$ cat src/rtl/pwm_dt_pkg.sv
// Package: shared field layout of the setup word for the PWM generator.
// Assumes the period-select field sits in the low bits and the dead-time
// field above it; the all-ones word is reserved for external mode.
package pwm_dt_pkg;
    localparam int FSEL_W = 3;
    localparam int DSEL_W = 3;
    localparam int CFG_W  = FSEL_W + DSEL_W;

    typedef struct packed {
        logic [DSEL_W-1:0] dsel;
        logic [FSEL_W-1:0] fsel;
    } cfg_t;
endpackage

$ cat src/rtl/pwm_cfg_latch.sv
// Module: captures the setup word at the start of a run and turns it into
// a period length and a dead-time length in clocks. It also tracks run and
// external-mode state.
// Assumes run_en is synchronous to clk; a run starts on a low-to-high level.
module pwm_cfg_latch
    import pwm_dt_pkg::*;
#(
    parameter int BASE_CLKS = 2000,
    parameter int DT_STEP   = 4,
    parameter int CNT_W     = $clog2(BASE_CLKS + 1),
    parameter int DT_W      = $clog2((2**DSEL_W - 1) * DT_STEP + 1)
) (
    input  logic             clk,
    input  logic             rst_n,
    input  logic             run_en,
    input  cfg_t             cfg,
    output logic             running,
    output logic             ext_sel,
    output logic [CNT_W-1:0] period,
    output logic [DT_W-1:0]  dt_cyc
);
    localparam int NCODES = 2**FSEL_W;

    logic             run_q;
    logic             start;
    logic             is_ext;
    logic [CNT_W-1:0] per_tab [NCODES];

    // Period table: one constant entry per frequency code.
    for (genvar k = 0; k < NCODES; k++) begin : g_per
        assign per_tab[k] = CNT_W'(BASE_CLKS / (k + 1));
    end

    assign start  = run_en & ~run_q;
    assign is_ext = (cfg == '1);

    // Run state, external flag and setup capture at run start.
    always_ff @(posedge clk) begin
        if (!rst_n) begin
            run_q   <= 1'b0;
            running <= 1'b0;
            ext_sel <= 1'b0;
            period  <= CNT_W'(BASE_CLKS);
            dt_cyc  <= '0;
        end else begin
            run_q   <= run_en;
            running <= run_en & (start ? ~is_ext : running);
            ext_sel <= run_en & (start ? is_ext : ext_sel);
            if (start) begin
                period <= per_tab[cfg.fsel];
                dt_cyc <= DT_W'(cfg.dsel) * DT_W'(DT_STEP);
            end
        end
    end
endmodule

$ cat src/rtl/pwm_period_gen.sv
// Module: period counter and duty comparison. It produces the undelayed
// complementary pair of requests.
// Assumes period >= 2; duty is resampled at every period boundary.
module pwm_period_gen #(
    parameter int CNT_W       = 11,
    parameter int DUTY_W      = 8,
    parameter int MIN_LOW_DIV = 50
) (
    input  logic              clk,
    input  logic              rst_n,
    input  logic              run_en,
    input  logic              running,
    input  logic [CNT_W-1:0]  period,
    input  logic [DUTY_W-1:0] duty,
    output logic              raw_hi,
    output logic              raw_lo
);
    localparam int PROD_W = CNT_W + DUTY_W;

    logic [CNT_W-1:0]  cnt;
    logic [DUTY_W-1:0] duty_s;
    logic              wrap;
    logic [PROD_W-1:0] prod;
    logic [CNT_W-1:0]  scaled;
    logic [CNT_W-1:0]  cap;
    logic [CNT_W-1:0]  hi_len;
    logic              in_hi;
    logic              live;

    assign wrap = (cnt == period - CNT_W'(1));

    // Counter runs through one period and restarts; duty is resampled at the wrap.
    always_ff @(posedge clk) begin
        if (!rst_n) begin
            cnt    <= '0;
            duty_s <= '0;
        end else if (!running) begin
            cnt    <= '0;
            duty_s <= duty;
        end else begin
            cnt <= wrap ? '0 : cnt + CNT_W'(1);
            if (wrap) duty_s <= duty;
        end
    end

    // On-time: scale duty by the period, then clamp to keep the minimum low time.
    always_comb begin
        prod   = PROD_W'(duty_s) * PROD_W'(period);
        scaled = prod[PROD_W-1:DUTY_W];
        cap    = period - (period / CNT_W'(MIN_LOW_DIV));
        hi_len = (scaled > cap) ? cap : scaled;
    end

    assign in_hi  = (cnt < hi_len);
    assign live   = running & run_en;
    assign raw_hi = live & in_hi;
    assign raw_lo = live & ~in_hi;
endmodule

$ cat src/rtl/pwm_dead_band.sv
// Module: delays the rising edge of one drive request by dt_cyc clocks.
// The falling edge passes after one register.
// Assumes dt_cyc is stable while the request is active.
module pwm_dead_band #(
    parameter int DT_W = 5
) (
    input  logic            clk,
    input  logic            rst_n,
    input  logic            raw,
    input  logic [DT_W-1:0] dt_cyc,
    output logic            drive
);
    logic [DT_W-1:0] run_len;

    // Count consecutive request cycles (saturating) and release once the dead-time has elapsed.
    always_ff @(posedge clk) begin
        if (!rst_n) begin
            run_len <= '0;
            drive   <= 1'b0;
        end else if (!raw) begin
            run_len <= '0;
            drive   <= 1'b0;
        end else begin
            drive <= (run_len >= dt_cyc);
            if (run_len < dt_cyc) run_len <= run_len + DT_W'(1);
        end
    end
endmodule

$ cat src/rtl/pwm_dt_top.sv
// Module: complementary half-bridge PWM with dead-time. It joins the setup
// latch, the period generator and one dead-band stage per output.
// Assumes all inputs are synchronous to clk.
module pwm_dt_top
    import pwm_dt_pkg::*;
#(
    parameter int BASE_CLKS   = 2000,
    parameter int DT_STEP     = 4,
    parameter int DUTY_W      = 8,
    parameter int MIN_LOW_DIV = 50
) (
    input  logic              clk,
    input  logic              rst_n,
    input  logic              run_en,
    input  logic [CFG_W-1:0]  cfg_word,
    input  logic [DUTY_W-1:0] duty,
    output logic              hs_drive,
    output logic              ls_drive,
    output logic              ext_sel
);
    localparam int CNT_W = $clog2(BASE_CLKS + 1);
    localparam int DT_W  = $clog2((2**DSEL_W - 1) * DT_STEP + 1);
    localparam int NCH   = 2;

    logic             running;
    logic [CNT_W-1:0] period_r;
    logic [DT_W-1:0]  dt_cyc;
    logic [NCH-1:0]   raw_v;
    logic [NCH-1:0]   drv_v;

    pwm_cfg_latch #(
        .BASE_CLKS(BASE_CLKS), .DT_STEP(DT_STEP), .CNT_W(CNT_W), .DT_W(DT_W)
    ) u_cfg (
        .clk(clk), .rst_n(rst_n), .run_en(run_en), .cfg(cfg_t'(cfg_word)),
        .running(running), .ext_sel(ext_sel), .period(period_r), .dt_cyc(dt_cyc)
    );

    pwm_period_gen #(
        .CNT_W(CNT_W), .DUTY_W(DUTY_W), .MIN_LOW_DIV(MIN_LOW_DIV)
    ) u_per (
        .clk(clk), .rst_n(rst_n), .run_en(run_en), .running(running),
        .period(period_r), .duty(duty), .raw_hi(raw_v[0]), .raw_lo(raw_v[1])
    );

    // One dead-band stage per output channel: index 0 high side, index 1 low side.
    for (genvar ch = 0; ch < NCH; ch++) begin : g_db
        pwm_dead_band #(.DT_W(DT_W)) u_db (
            .clk(clk), .rst_n(rst_n), .raw(raw_v[ch]), .dt_cyc(dt_cyc), .drive(drv_v[ch])
        );
    end

    assign hs_drive = drv_v[0];
    assign ls_drive = drv_v[1];
endmodule

$ cat config.mk
export PLATFORM = sky130hd
export DESIGN_NAME = pwm_dt_top
export DESIGN_NICKNAME = d
export VERILOG_FILES = /design/src/rtl/pwm_dt_pkg.sv /design/src/rtl/pwm_cfg_latch.sv /design/src/rtl/pwm_period_gen.sv /design/src/rtl/pwm_dead_band.sv /design/src/rtl/pwm_dt_top.sv
export SDC_FILE = /design/constraint.sdc
export NUM_CORES = 1
export LEC_CHECK = 0
export BUFFER_PORTS_ARGS = -buffer_cell sky130_fd_sc_hd__buf_2
export CORE_MARGIN = 5
export CORE_UTILIZATION = 60
export CTS_CLUSTER_DIAMETER = 150
export DETAILED_ROUTE_END_ITERATION = 16
export PLACE_DENSITY = 0.74
export SYNTH_ARGS = -nofsm -noshare
export SYNTH_HDL_FRONTEND = slang
export SYNTH_SLANG_ARGS = --single-unit
$ cat constraint.sdc
create_clock -name clk -period 10.3 [get_ports clk]
set_input_delay 0 -clock clk [delete_from_list [all_inputs] [get_ports clk]]
set_output_delay 0 -clock clk [all_outputs]
set_load 0.01 [all_outputs]
# Word level (Yosys, flattened, before mapping)
# Memories as Yosys holds them, arrays and structs flattened. A register that Yosys moved wholly into a read port is not among the register bits.
# Cells that the tools add are included.
[op_classes] addsub=5 n_mul=1 n_div=1 order_cmp=6 n_eq_ne=3 n_mux=5 bitwise=12 n_reduce_logical=4
[ops] op="multiplier 8 x 11 -> 19 bit" n=1
[ops] op="2-to-1 mux 8 bit" n=2
[ops] op="adder 11 x 1 -> 11 bit, second input constant" n=1
[ops] op="divider 11 x 6 -> 11 bit, second input constant" n=1
[ops] op="== test 11 bit" n=1
[ops] op="> comparator 11 bit" n=1
[ops] op="< comparator 11 bit" n=1
[ops] op="2-to-1 mux 11 bit" n=1
[ops] op="subtractor 11 x 1 -> 11 bit, second input constant" n=1
[ops] op="subtractor 11 bit" n=1
[ops] op="adder 5 x 1 -> 5 bit, second input constant" n=2
[ops] op=">= comparator 5 bit" n=2
[ops] op="< comparator 5 bit" n=2
[ops] op="bitwise AND 1 bit" n=6
[ops] op="== test 6 bit, second input constant" n=1
[ops] op="NOT 1 bit" n=5
[ops] op="NOT 3 -> 4 bit" n=1
[ops] op="AND reduction 2 bit" n=2
[ops] op="OR reduction 3 bit" n=1
[ops] op="2-to-1 mux 1 bit" n=2
[ops] op="inequality test 2 x 1 -> 1 bit, second input constant" n=1
[ops] op="logical NOT 1 bit" n=1
[totals] reg_bits=37 romBits=88 n_memories=1
[memory_table] name="(no name shown)" words=8 word_bits=11 rd=1 rd_ports_with_merged_regs=1 wr=0 line="pwm_cfg_latch.sv:50" source="period <= per_tab[cfg.fsel];"

# Depth between registers and ports, before layout
# Gate-level depths: netlist (run 1).
[logic_depth] word_depth=8 mapped_depth=42 mapped_depth_nobuf=39

# By module
# Synthesis (run 1) repeated with hierarchy kept, for this count alone.
[hier_totals] cells_unflattened=901 hier_area_um2=7258.2
[modules_own_cells] module="pwm_period_gen" n_inst=1 cells_per_inst=720 area_per_inst_um2=5622.9 seq_area_each_um2=380.4
[modules_own_cells] module="pwm_cfg_latch" n_inst=1 cells_per_inst=85 area_per_inst_um2=839.6 seq_area_each_um2=340.3
[modules_own_cells] module="pwm_dead_band" n_inst=2 cells_per_inst=48 area_per_inst_um2=397.9 seq_area_each_um2=120.1

# Worst setup path before layout (run 1)
# Ideal clock, no wire load.
[synth_timing] path_kind="register -> register" from="register u_cfg.period[9]" to="register g_db[0].u_db.drive" setup_ps=70 t_arrival_ps=8119 required_ps=10230 setup_slack_ps=2111 stages_incl_launch_ff=37 path_buffers=6 path_cell_list="dfxtp_1 > buf_2 > buf_2 > buf_2 > clkbuf_1 > nand2_1 > fa_1 > inv_1 > fa_1 > fa_1 > fa_1 > ha_1 > a21o_1 > a21o_1 > a22o_1 > a311o_1 > a41o_1 > a21oi_1 > xnor2_1 > ha_1 > nand4_1 > nor3_1 > a21oi_1 > clkbuf_1 > mux2i_1 > ha_1 > a21o_1 > a21o_1 > a21o_1 > a21o_1 > a21oi_1 > nor2b_1 > o21ai_0 > nand2_1 > or2_2 > buf_1 > a21oi_1"
[synth_via] elab_chain_cells=7 elab_cells_between_ends=8 cone_classes="1 x add/sub; 1 x mul; 1 x div; 2 x order compare; 1 x mux; 1 x bitwise; 1 x reduce/logical"
[synth_lines] element="start: declaration" line="pwm_cfg_latch.sv:19" source="output logic [CNT_W-1:0] period,"
[synth_lines] element="divider 11 x 6 -> 11 bit" line="pwm_period_gen.sv:50" source="cap = period - (period / CNT_W'(MIN_LOW_DIV));"
[synth_lines] element="subtractor 11 bit" line="pwm_period_gen.sv:50"
[synth_lines] element="> comparator 11 bit" line="pwm_period_gen.sv:51" source="hi_len = (scaled > cap) ? cap : scaled;"
[synth_lines] element="2-to-1 mux 11 bit (*)" line="pwm_period_gen.sv:51"
[synth_lines] element="< comparator 11 bit (*)" line="pwm_period_gen.sv:54" source="assign in_hi = (cnt < hi_len);"
[synth_lines] element="bitwise AND 1 bit (*)" line="pwm_period_gen.sv:56" source="assign raw_hi = live & in_hi;"
[synth_lines] element="AND reduction 2 bit (no source line) (*)"
[synth_lines] element="end signal: assignment" line="pwm_dead_band.sv:24" source="drive <= (run_len >= dt_cyc);"
[synth_lines] element="end: declaration" line="pwm_dead_band.sv:11" source="output logic drive"
# Every way passes the cells marked *; elsewhere a longest branch is shown, timed or not.
# A chain may end at the register's enable or synchronous reset.

# Final worst setup path (run 1)
[layout_timing] from="register u_cfg.period[7]" to="register g_db[0].u_db.run_len[0]"
[layout_via] elab_chain_cells=7 elab_cells_between_ends=8 cone_classes="1 x add/sub; 1 x mul; 1 x div; 2 x order compare; 1 x mux; 1 x bitwise; 1 x reduce/logical"
[layout_lines] element="divider 11 x 6 -> 11 bit" line="pwm_period_gen.sv:50"
[layout_lines] element="subtractor 11 bit" line="pwm_period_gen.sv:50"
[layout_lines] element="> comparator 11 bit" line="pwm_period_gen.sv:51"
[layout_lines] element="2-to-1 mux 11 bit (*)" line="pwm_period_gen.sv:51"
[layout_lines] element="< comparator 11 bit (*)" line="pwm_period_gen.sv:54"
[layout_lines] element="bitwise AND 1 bit (*)" line="pwm_period_gen.sv:56"
[layout_lines] element="AND reduction 2 bit (no source line) (*)"
[layout_lines] element="end signal: assignment" line="pwm_dead_band.sv:25" source="if (run_len < dt_cyc) run_len <= run_len + DT_W'(1);"
[layout_lines] element="end: declaration" line="pwm_dead_band.sv:13" source="logic [DT_W-1:0] run_len;"
# Marks and branches as above.

==> results.py, run 1 <==
metrics = {
    "place": {
        "io_buffers": 19,
        "dp_cells": 965,
        "dp_hpwl_um": 12980,
        "gp_congestion": 0.9143,
    },
    "logic_synthesis": {
        "yosysWarnings": 0,
        "synth.area.top_cells": "fa_1, ha_1, dfxtp_1",
        "avgSynthCellArea_um2": 8.318,
        "yosysSeqAreaShare_pct": 13.70,
        "ys_seq_elements": 48,
        "synth.most_common_cell": "nand2_1",
        "ys_top_cells_by_count": "nand2_1, inv_1, ha_1",
        "synth-edff-count": 0,
        "synth_flop_cell": "dfxtp_1",
        "syn-cell-area_mm2": 0.007012,
        "syn_inst": 843,
        "synth_top_area_cell": "fa_1",
        "yosysUniqueCellTypes": 91,
        "syn_nets": 996,
        "netlist.area_leader.share_pct": 15.42,
        "async_flop_share_pct": 0,
    },
    "critical_path": {
        "cp_top_family": "compound AO/OA/AOI/OAI gates",
        "critPathArrivalTime_ns": 9.48,
        "cp_max_fo": 17,
        "critPathKind": "reg2reg",
        "path_buf_inv": 1,
        "crit_top_cell": "a21o_1",
        "startpoint_type": "flop",
        "end_kind": "flop",
        "slowest_stage": "dfxtp_1",
        "cp.depth": 39,
        "worstPathRequired_ns": 10.52,
        "crit_path_max_incr_delay_ns": 0.75,
        "r2r_cells": 39,
    },
    "route": {
        "via_per_inst": 5.928,
        "finalWirelength_um": 16600,
        "vias": 5839,
        "postRouteAntennaNets": 0,
        "wl_per_cell_um": 16.85,
        "first_iter_violations": 430,
        "dr.pass1.iters": 4,
        "drc": 0,
    },
    "pwr": {
        "switching_share_pct": 45.05,
        "ir_worst_vdd_v": 0.0001409,
        "cellInternalPower_mw": 0.6292,
        "p_leak_nw": 3.474,
        "pwr-share-clk_pct": 17.0,
        "power_frac_seq_pct": 18.9,
        "p_switching_mw": 0.5158,
        "pwr-share-comb_pct": 64.1,
        "p_per_area_mw_per_mm2": 154.6,
    },
    "cts": {
        "cts_made_buffers": 5,
        "cts_tree": "done",
        "cts_root_buf": "clkbuf_16",
        "cts_num_sinks": 48,
        "cts_buffer_depth": 2,
        "htreeDepth": 2,
        "path_clk_slew_ns": 0.07,
        "clkLatencyLatePin_ns": 0.31,
    },
    "sta": {
        "skew_ns": 0.01561,
        "timing.final.crit_period_ns": 9.253,
        "rsz0062_at_grt": "no",
        "slew_headroom_pct": 28.68,
        "tightest_slew_ns": 1.068,
        "finalSetupTns_ns": 0,
        "setup_viol": 0,
        "final_hold_viol_count": 0,
        "holdWs_ns": 0.02255,
        "finalCritPeriodShare_pct": 89.83,
        "fmax_ghz": 0.1081,
        "final-max-slew-violation-count": 0,
    },
    "global_route": {
        "use_met2_pct": 40.68,
        "grt_pass1_wl_um": 28170,
        "grt_pass1_vias": 5844,
        "met3_usage_pct": 4.661,
        "grt_overflow_total": 0,
        "met1_usage_pct": 31.48,
        "track_usage_pct": 24.21,
        "antenna_found_initial": 0,
        "grt_max_degree": 31,
        "busiest_layer": "met2",
    },
    "hold_path": {
        "hold_path_depth": 3,
        "hold_path_class": "in2reg",
    },
    "layout": {
        "final_util_pct": 64.85,
        "nNetsFinal": 994,
        "post_route_cells_drive_above_1_share_pct": 8.551,
        "stdcell_count": 985,
        "diodes": 0,
        "syn2layout_area_growth_pct": 5.603,
    },
    "floorplanning": {
        "io_pins": 20,
        "core_area_mm2": 0.01142,
        "rows": 39,
        "start_util_pct": 61.41,
        "fp.dieArea_mm2": 0.01395,
        "dieHeight_um": 118.1,
        "die_w_um": 118.1,
    },
    "run": {
        "cap_violations": 0,
    },
    "run_status": {
        "status": "complete, no violations",
    },
}
worst min-delay path: cells and delay by family:
kind / cells / cell delay, ns
compound gates: 1 / 0.07
buf+inv: 1 / 0.13
simple gates: 1 / 0.07
placed cells by master, fill, tap and decap left out, types with 3 or more instances in the layout:
cell             n
o211ai_1         7
nand2b_1         9
nor4_1           3
inv_2            3
dlygate4sd3_1   12
nand2_1        106
nor2_1          38
buf_2           19
or2_2            4
dfxtp_1         47
buf_4            9
inv_1           91
xnor2_1         39
o31a_1           4
xor2_1          19
nand4_1         11
nor2b_1         10
a21boi_0        11
a31oi_1          7
nand3_1         19
ha_1            82
and3_1           9
clkbuf_16        5
fa_1            54
o21ai_0         22
a21oi_1         28
a21o_1          19
mux2i_1         12
and2_1          38
nor3_1          15
a211oi_1         5
or3_1            3
o21a_1           7
sequential cells by signal (all words and copies together) (netlist names):
name / cells
u_cfg.run_q: 1
u_per.cnt: 11
u_cfg.ext_sel: 1
u_cfg.dt_cyc: 3
g_db.u_db.run_len: 10
g_db.u_db.drive: 2
u_cfg.running: 1
u_cfg.period: 11
u_per.duty_s: 8
final timing paths:
kind,end,start,slack [ns]
setup / recovery,g_db[0].u_db.run_len[0],u_cfg.period[7],1.05
hold / removal,u_cfg.period[5],cfg_word[0],0.02
setup reg to reg,g_db[0].u_db.run_len[0],u_cfg.period[7],1.05
hold reg to reg,u_cfg.dt_cyc[4],u_cfg.dt_cyc[4],0.47
through the flow:
| step | power [mW] | cell area (um2) | worst slack (ns) |
|---|---|---|---|
| floorplan | 0.7749 | 7012 | 2.111 |
| global placement | 0.9132 | 7108 | 1.061 |
| detailed placement | 0.9388 | 7108 | 0.5805 |
| CTS | 1.142 | 7400 | 0.5220 |
| global route | 1.243 | 7405 | 0.2862 |
| finish | 1.145 | 7405 | 1.047 |
metal layers:
layer,up-vias,part of all wire [%]
li1,2834,-
met1,2832,44
met2,137,48
met3,36,5.0
met4,0,3.0
met5,-,0
power groups by stage:
stage / clock network, mW / registers, mW / logic, mW
floorplan: 0 / 0.200 / 0.574
global placement: 0 / 0.219 / 0.694
detailed placement: 0 / 0.219 / 0.719
CTS: 0.198 / 0.215 / 0.729
global route: 0.204 / 0.218 / 0.821
finish: 0.195 / 0.216 / 0.734
area by class of cell:
type	instances	area (um2)
Clock buffer	5	125.1
Sequential cell	48	962.2
Clock inverter	3	46.29
Fill cell	995	4014
Timing Repair Buffer	40	282.8
Inverter	94	352.8
Multi-Input combinational cell	652	5456
Tap cell	143	178.9
logic make-up after synthesis:
family | count (synthesis) | synth area share, %
AO/OA/AOI/OAI | 159 | 17.97
XOR/XNOR | 58 | 7.245
adder cells (fa/ha/maj) | 138 | 30.37
buffers and inverters | 143 | 8.530
flip-flops | 48 | 13.70
multiplexers | 13 | 1.874
AND/OR/NAND/NOR | 284 | 20.31
repair_timing:
item,CTS,global route
hold buffers,12,0
buffers inserted,0,0
resized for setup,0,2
hold endpoints to repair,12,0
setup endpoints to repair,0,12
(Power assumes the default switching activity.)
==> inputs of run 2 (changes only) <==
--- a/config.mk
+++ b/config.mk
@@ -10,6 +10,7 @@
 export CORE_UTILIZATION = 60
 export CTS_CLUSTER_DIAMETER = 150
 export DETAILED_ROUTE_END_ITERATION = 16
+export GPL_TIMING_DRIVEN = 0
 export PLACE_DENSITY = 0.74
 export SYNTH_ARGS = -nofsm -noshare
 export SYNTH_HDL_FRONTEND = slang
==> constraint.sdc (replaced) <==
create_clock -name clk -period 10.3 [get_ports clk]
set_input_delay 1.03 -clock clk [delete_from_list [all_inputs] [get_ports clk]]
set_output_delay 1.03 -clock clk [all_outputs]
set_load 0.05 [all_outputs]
==> results.py, run 2 (same netlist as run 1, synthesis figures left out) <==
metrics = {
    "critical_path": {
        "r2r_cells": 36,
        "critPathArrivalTime_ns": 9.54,
        "end_kind": "flop",
        "cp_top_family": "adder cells",
        "crit_top_cell": "a21o_1",
        "rrSetupSlack_ns": 0.98,
        "startpoint_type": "flop",
        "path_buf_inv": 6,
        "slowest_stage": "fa_1",
        "r2r_end": "g_db[0].u_db.drive",
        "cp_max_fo": 10,
        "critPathKind": "reg2reg",
        "timing.rr.start": "u_cfg.period[9]",
        "crit_path_max_incr_delay_ns": 0.52,
        "worstPathRequired_ns": 10.53,
    },
    "cts": {
        "post_cts_resized": 0,
        "post_cts_buffers": 0,
        "cts_hold_buf": 0,
        "cts_root_buf": "clkbuf_16",
        "clkLatencyLatePin_ns": 0.29,
        "path_clk_slew_ns": 0.07,
        "cts_buffer_depth": 2,
        "cts_tree": "done",
        "htreeDepth": 2,
        "cts_made_buffers": 5,
        "cts_num_sinks": 48,
    },
    "sta": {
        "worst_slack_ns": 0.9824,
        "skew_ns": 0.003384,
        "final-max-slew-violation-count": 0,
        "timing.final.crit_period_ns": 9.318,
        "fmax_ghz": 0.1073,
        "slew_headroom_pct": 36.66,
        "finalCritPeriodShare_pct": 90.46,
        "final_hold_viol_count": 0,
        "setup_viol": 0,
        "rsz0062_at_grt": "no",
        "tightest_slew_ns": 0.9445,
        "finalSetupTns_ns": 0,
    },
    "place": {
        "pre_cts_slack_ns": 1.081,
        "gp_congestion": 0.9140,
        "post_dp_cell_area_mm2": 0.007281,
        "io_buffers": 18,
        "dp_hpwl_um": 13470,
        "dp_cells": 1004,
    },
    "route": {
        "first_iter_violations": 449,
        "wl_per_cell_um": 16.33,
        "drc": 0,
        "postRouteAntennaNets": 0,
        "dr.pass1.iters": 5,
        "finalWirelength_um": 16520,
        "via_per_inst": 5.905,
        "vias": 5976,
    },
    "layout": {
        "final_cell_mix": "nand2_1, inv_1, ha_1, fa_1, dfxtp_1",
        "n_fill_cell": 980,
        "fin_area_mm2": 0.007458,
        "reg_top3": "u_cfg.period x11, u_per.cnt x11, g_db.u_db.run_len x10",
        "nNetsFinal": 1021,
        "post_route_cells_drive_above_1_share_pct": 8.746,
        "stdcell_count": 1012,
        "layout_commonest_cell": "nand2_1",
        "final_util_pct": 65.32,
        "diodes": 0,
        "syn2layout_area_growth_pct": 6.370,
    },
    "floorplanning": {
        "die_w_um": 118.1,
        "core_area_mm2": 0.01142,
        "dieHeight_um": 118.1,
        "rows": 39,
        "start_util_pct": 61.41,
        "fp.dieArea_mm2": 0.01395,
        "io_pins": 20,
    },
    "global_route": {
        "track_usage_pct": 23.74,
        "grt_overflow_total": 0,
        "antenna_found_initial": 0,
        "grt_max_degree": 16,
        "grt_pass1_vias": 6045,
        "grt_pass1_wl_um": 27920,
    },
    "pwr": {
        "p_switching_mw": 0.4981,
        "pwr-share-comb_pct": 65.2,
        "p_leak_nw": 3.494,
        "ir_worst_vdd_v": 0.0001131,
        "p_per_area_mw_per_mm2": 152.3,
        "power_frac_seq_pct": 17.5,
        "switching_share_pct": 43.86,
        "pwr-share-clk_pct": 17.3,
        "cellInternalPower_mw": 0.6375,
    },
    "hold_path": {
        "hold_path_class": "reg2reg",
        "hold_start": "u_cfg.dt_cyc[3]",
        "worstHoldEndpoint": "u_cfg.dt_cyc[3]",
        "hold_path_depth": 2,
    },
    "run_status": {
        "status": "complete, no violations",
    },
    "run": {
        "cap_violations": 0,
    },
}
==> run 2: cell types whose count changed in the layout (fill, tap and decap cells not counted), sizes merged <==
cell         change
clkinv           +1
inv              -1
buf              +8
clkbuf          +32
clkinvlp         -1
dlygate4sd3     -12
==> run 2: area by class of cell <==
class	instances	area (um2)	area share (%)
inverter	94	352.8	4.731
timing repair buffer	18	90.09	1.208
buffer	49	245.2	3.288
multi-input combinational	652	5453	73.11
sequential	48	960.9	12.88
clock inverter	2	38.79	0.5200
tap	143	178.9	2.399
clock buffer	6	138.9	1.862
==> run 2: per-layer routing <==
metal  wire, um  track usage (%)  share of wire, %
met5          0                0                 0
met2       8066            41.10                49
met1       7276            30.87                44
met4        419            7.670               2.5
met3        758            2.643               4.6
==> run 2: how the worst max path moves through the flow <==
| stage | startpoint | depth (start not counted) | slack (ns) | to |
|---|---|---|---|---|
| 6_report | u_cfg.period[9] | 36 | 0.98 | g_db[0].u_db.drive |
| 5_1_grt | u_cfg.period[9] | 36 | 0.38 | g_db[0].u_db.run_len[0] |
| 4_1_cts | u_cfg.period[9] | 36 | 1.05 | g_db[0].u_db.run_len[1] |
| 3_5_place_dp | u_cfg.period[9] | 36 | 1.08 | g_db[0].u_db.run_len[1] |
| 3_3_place_gp | u_cfg.period[9] | 36 | 1.24 | g_db[0].u_db.drive |
| 2_1_floorplan | u_cfg.period[9] | 36 | 2.11 | g_db[0].u_db.drive |
==> run 2: power groups by stage <==
stage / sequential [mW] / clock, mW / combinational, mW
after floorplan: 0.201 / 0 / 0.574
after global placement: 0.202 / 0 / 0.705
after detailed placement: 0.202 / 0 / 0.729
after CTS: 0.198 / 0.198 / 0.735
after global routing: 0.199 / 0.206 / 0.834
final: 0.198 / 0.197 / 0.740
==> run 2: worst reg2reg max path, delay by kind of cell (launching register included) <==
| kind | cells | cell delay (ns) |
|---|---|---|
| AOI/OAI and AO/OA | 14 | 2.71 |
| xor gates and xnor gates | 1 | 0.11 |
| adders and majority gates | 7 | 2.98 |
| buffers and inverters | 6 | 1.61 |
| DFF | 1 | 0.36 |
| muxes | 2 | 0.42 |
| and+or+nand+nor | 6 | 1.06 |
==> run 2: per-stage QoR <==
step	power, mW	hold WS [ns]
2_1_floorplan	0.7753	0.4435
3_3_place_gp	0.9076	0.4577
3_5_place_dp	0.9315	0.4694
4_1_cts	1.132	0.4829
5_1_grt	1.239	0.5063
6_report	1.136	0.4803
==> inputs of run 3 (changes only) <==
--- a/config.mk
+++ b/config.mk
@@ -11,7 +11,7 @@
 export CTS_CLUSTER_DIAMETER = 150
 export DETAILED_ROUTE_END_ITERATION = 16
 export GPL_TIMING_DRIVEN = 0
-export PLACE_DENSITY = 0.74
+export PLACE_DENSITY = 0.77
 export SYNTH_ARGS = -nofsm -noshare
 export SYNTH_HDL_FRONTEND = slang
 export SYNTH_SLANG_ARGS = --single-unit
==> results.py, run 3 (same netlist as run 1, synthesis figures left out) <==
metrics = {
    "critical_path": {
        "worstPathRequired_ns": 10.52,
        "critPathArrivalTime_ns": 9.66,
        "crit_path_max_incr_delay_ns": 0.62,
        "r2r_cells": 36,
        "startpoint_type": "flop",
        "critPathKind": "reg2reg",
        "rrSetupSlack_ns": 0.87,
        "crit_top_cell": "a21o_1",
        "cp_max_fo": 10,
        "slowest_stage": "clkbuf_1",
        "end_kind": "flop",
        "crit_path_end": "g_db[0].u_db.run_len[1]",
        "crit_start": "u_cfg.period[8]",
        "r2r_end": "g_db[0].u_db.run_len[1]",
        "timing.rr.start": "u_cfg.period[8]",
    },
    "layout": {
        "fin_area_mm2": 0.007475,
        "final_util_pct": 65.46,
        "layout_commonest_cell": "nand2_1",
        "final_cell_mix": "nand2_1, inv_1, ha_1, fa_1, dfxtp_1",
        "reg_top3": "u_cfg.period x11, u_per.cnt x11, g_db.u_db.run_len x10",
        "syn2layout_area_growth_pct": 6.602,
        "nNetsFinal": 1021,
        "stdcell_count": 1012,
        "diodes": 0,
        "n_fill_cell": 996,
        "post_route_cells_drive_above_1_share_pct": 8.746,
    },
    "place": {
        "pre_cts_slack_ns": 0.9512,
        "gp_congestion": 0.9335,
        "post_dp_cell_area_mm2": 0.007281,
        "dp_cells": 1004,
        "io_buffers": 18,
        "dp_hpwl_um": 13930,
    },
    "sta": {
        "final-max-slew-violation-count": 0,
        "rsz0062_at_grt": "no",
        "fmax_ghz": 0.1060,
        "skew_ns": 0.002999,
        "setup_viol": 0,
        "finalSetupTns_ns": 0,
        "finalCritPeriodShare_pct": 91.59,
        "holdWs_ns": 0.4824,
        "tightest_slew_ns": 0.9690,
        "slew_headroom_pct": 35.01,
        "final_hold_viol_count": 0,
        "timing.final.crit_period_ns": 9.434,
        "worst_slack_ns": 0.8658,
    },
    "route": {
        "wl_per_cell_um": 16.85,
        "dr.pass1.iters": 5,
        "finalWirelength_um": 17050,
        "first_iter_violations": 452,
        "drc": 0,
        "via_per_inst": 6.065,
        "vias": 6138,
        "postRouteAntennaNets": 0,
    },
    "cts": {
        "htreeDepth": 2,
        "clkLatencyLatePin_ns": 0.29,
        "post_cts_buffers": 0,
        "cts_hold_buf": 0,
        "cts_made_buffers": 5,
        "cts_root_buf": "clkbuf_16",
        "cts_tree": "done",
        "cts_num_sinks": 48,
        "post_cts_resized": 0,
        "path_clk_slew_ns": 0.07,
        "cts_buffer_depth": 2,
    },
    "floorplanning": {
        "fp.dieArea_mm2": 0.01395,
        "rows": 39,
        "start_util_pct": 61.41,
        "core_area_mm2": 0.01142,
        "die_w_um": 118.1,
        "io_pins": 20,
        "dieHeight_um": 118.1,
    },
    "pwr": {
        "ir_worst_vdd_v": 0.0001074,
        "p_total_mw": 1.170,
        "p_leak_nw": 3.502,
        "p_per_area_mw_per_mm2": 156.6,
    },
    "run_status": {
        "status": "complete, no violations",
    },
    "global_route": {
        "antenna_found_initial": 0,
        "grt_pass1_vias": 6362,
        "grt_overflow_total": 0,
        "grt_max_degree": 17,
        "track_usage_pct": 24.81,
        "grt_pass1_wl_um": 29280,
    },
    "hold_path": {
        "hold_path_class": "reg2reg",
    },
    "run": {
        "cap_violations": 0,
    },
}
==> run 3: changes by cell type in the layout (fill, tap and decap cells not counted), sizes merged <==
cell	delta
bufinv	+1
clkbuf	-1
clkinv	-1
inv	+1
==> run 3: cell type report <==
cell class	instances	area, um2	area share, %
multi-input combinational	652	5453	72.95
sequential	48	960.9	12.86
inverter	94	352.8	4.720
buffer	49	245.2	3.281
tap	143	178.9	2.394
clock buffer	5	125.1	1.674
timing repair buffer	18	90.09	1.205
clock inverter	3	68.82	0.9207
==> run 3: critical path: cells and delay by family, from the launching register on <==
kind,cells,cell delay (ns)
xor gates and xnor gates,1,0.12
muxes,2,0.42
DFF,1,0.32
and+or+nand+nor,6,1.11
AOI/OAI and AO/OA,14,2.72
buffers and inverters,6,1.61
adders and majority gates,7,3.06
==> run 3: worst min-delay path by stage <==
stage	startpoint	end	slack, ns	depth (start not counted)
6_report	u_per.duty_s[2]	u_per.duty_s[2]	0.48	2
5_1_grt	u_per.duty_s[6]	u_per.duty_s[6]	0.51	2
4_1_cts	u_per.duty_s[2]	u_per.duty_s[2]	0.48	2
3_5_place_dp	u_cfg.dt_cyc[4]	u_cfg.dt_cyc[4]	0.47	2
3_3_place_gp	u_cfg.dt_cyc[4]	u_cfg.dt_cyc[4]	0.46	2
2_1_floorplan	u_cfg.dt_cyc[3]	u_cfg.dt_cyc[3]	0.44	2
==> run 3: report_power, final <==
| part | internal (mW) | switching (mW) | leakage [nW] |
|---|---|---|---|
| clock | 0.140 | 0.0766 | 0.0944 |
| combinational | 0.327 | 0.429 | 3.02 |
| sequential | 0.192 | 0.00630 | 0.392 |
| total | 0.659 | 0.511 | 3.50 |
==> run 3: routing by layer <==
layer,vias to the layer above,part of all wire (%),GRT usage (%)
li1,2887,-,-
met1,2994,42,31.18
met2,201,49,43.35
met3,56,5.2,2.835
met4,0,3.2,9.677
met5,-,0,0
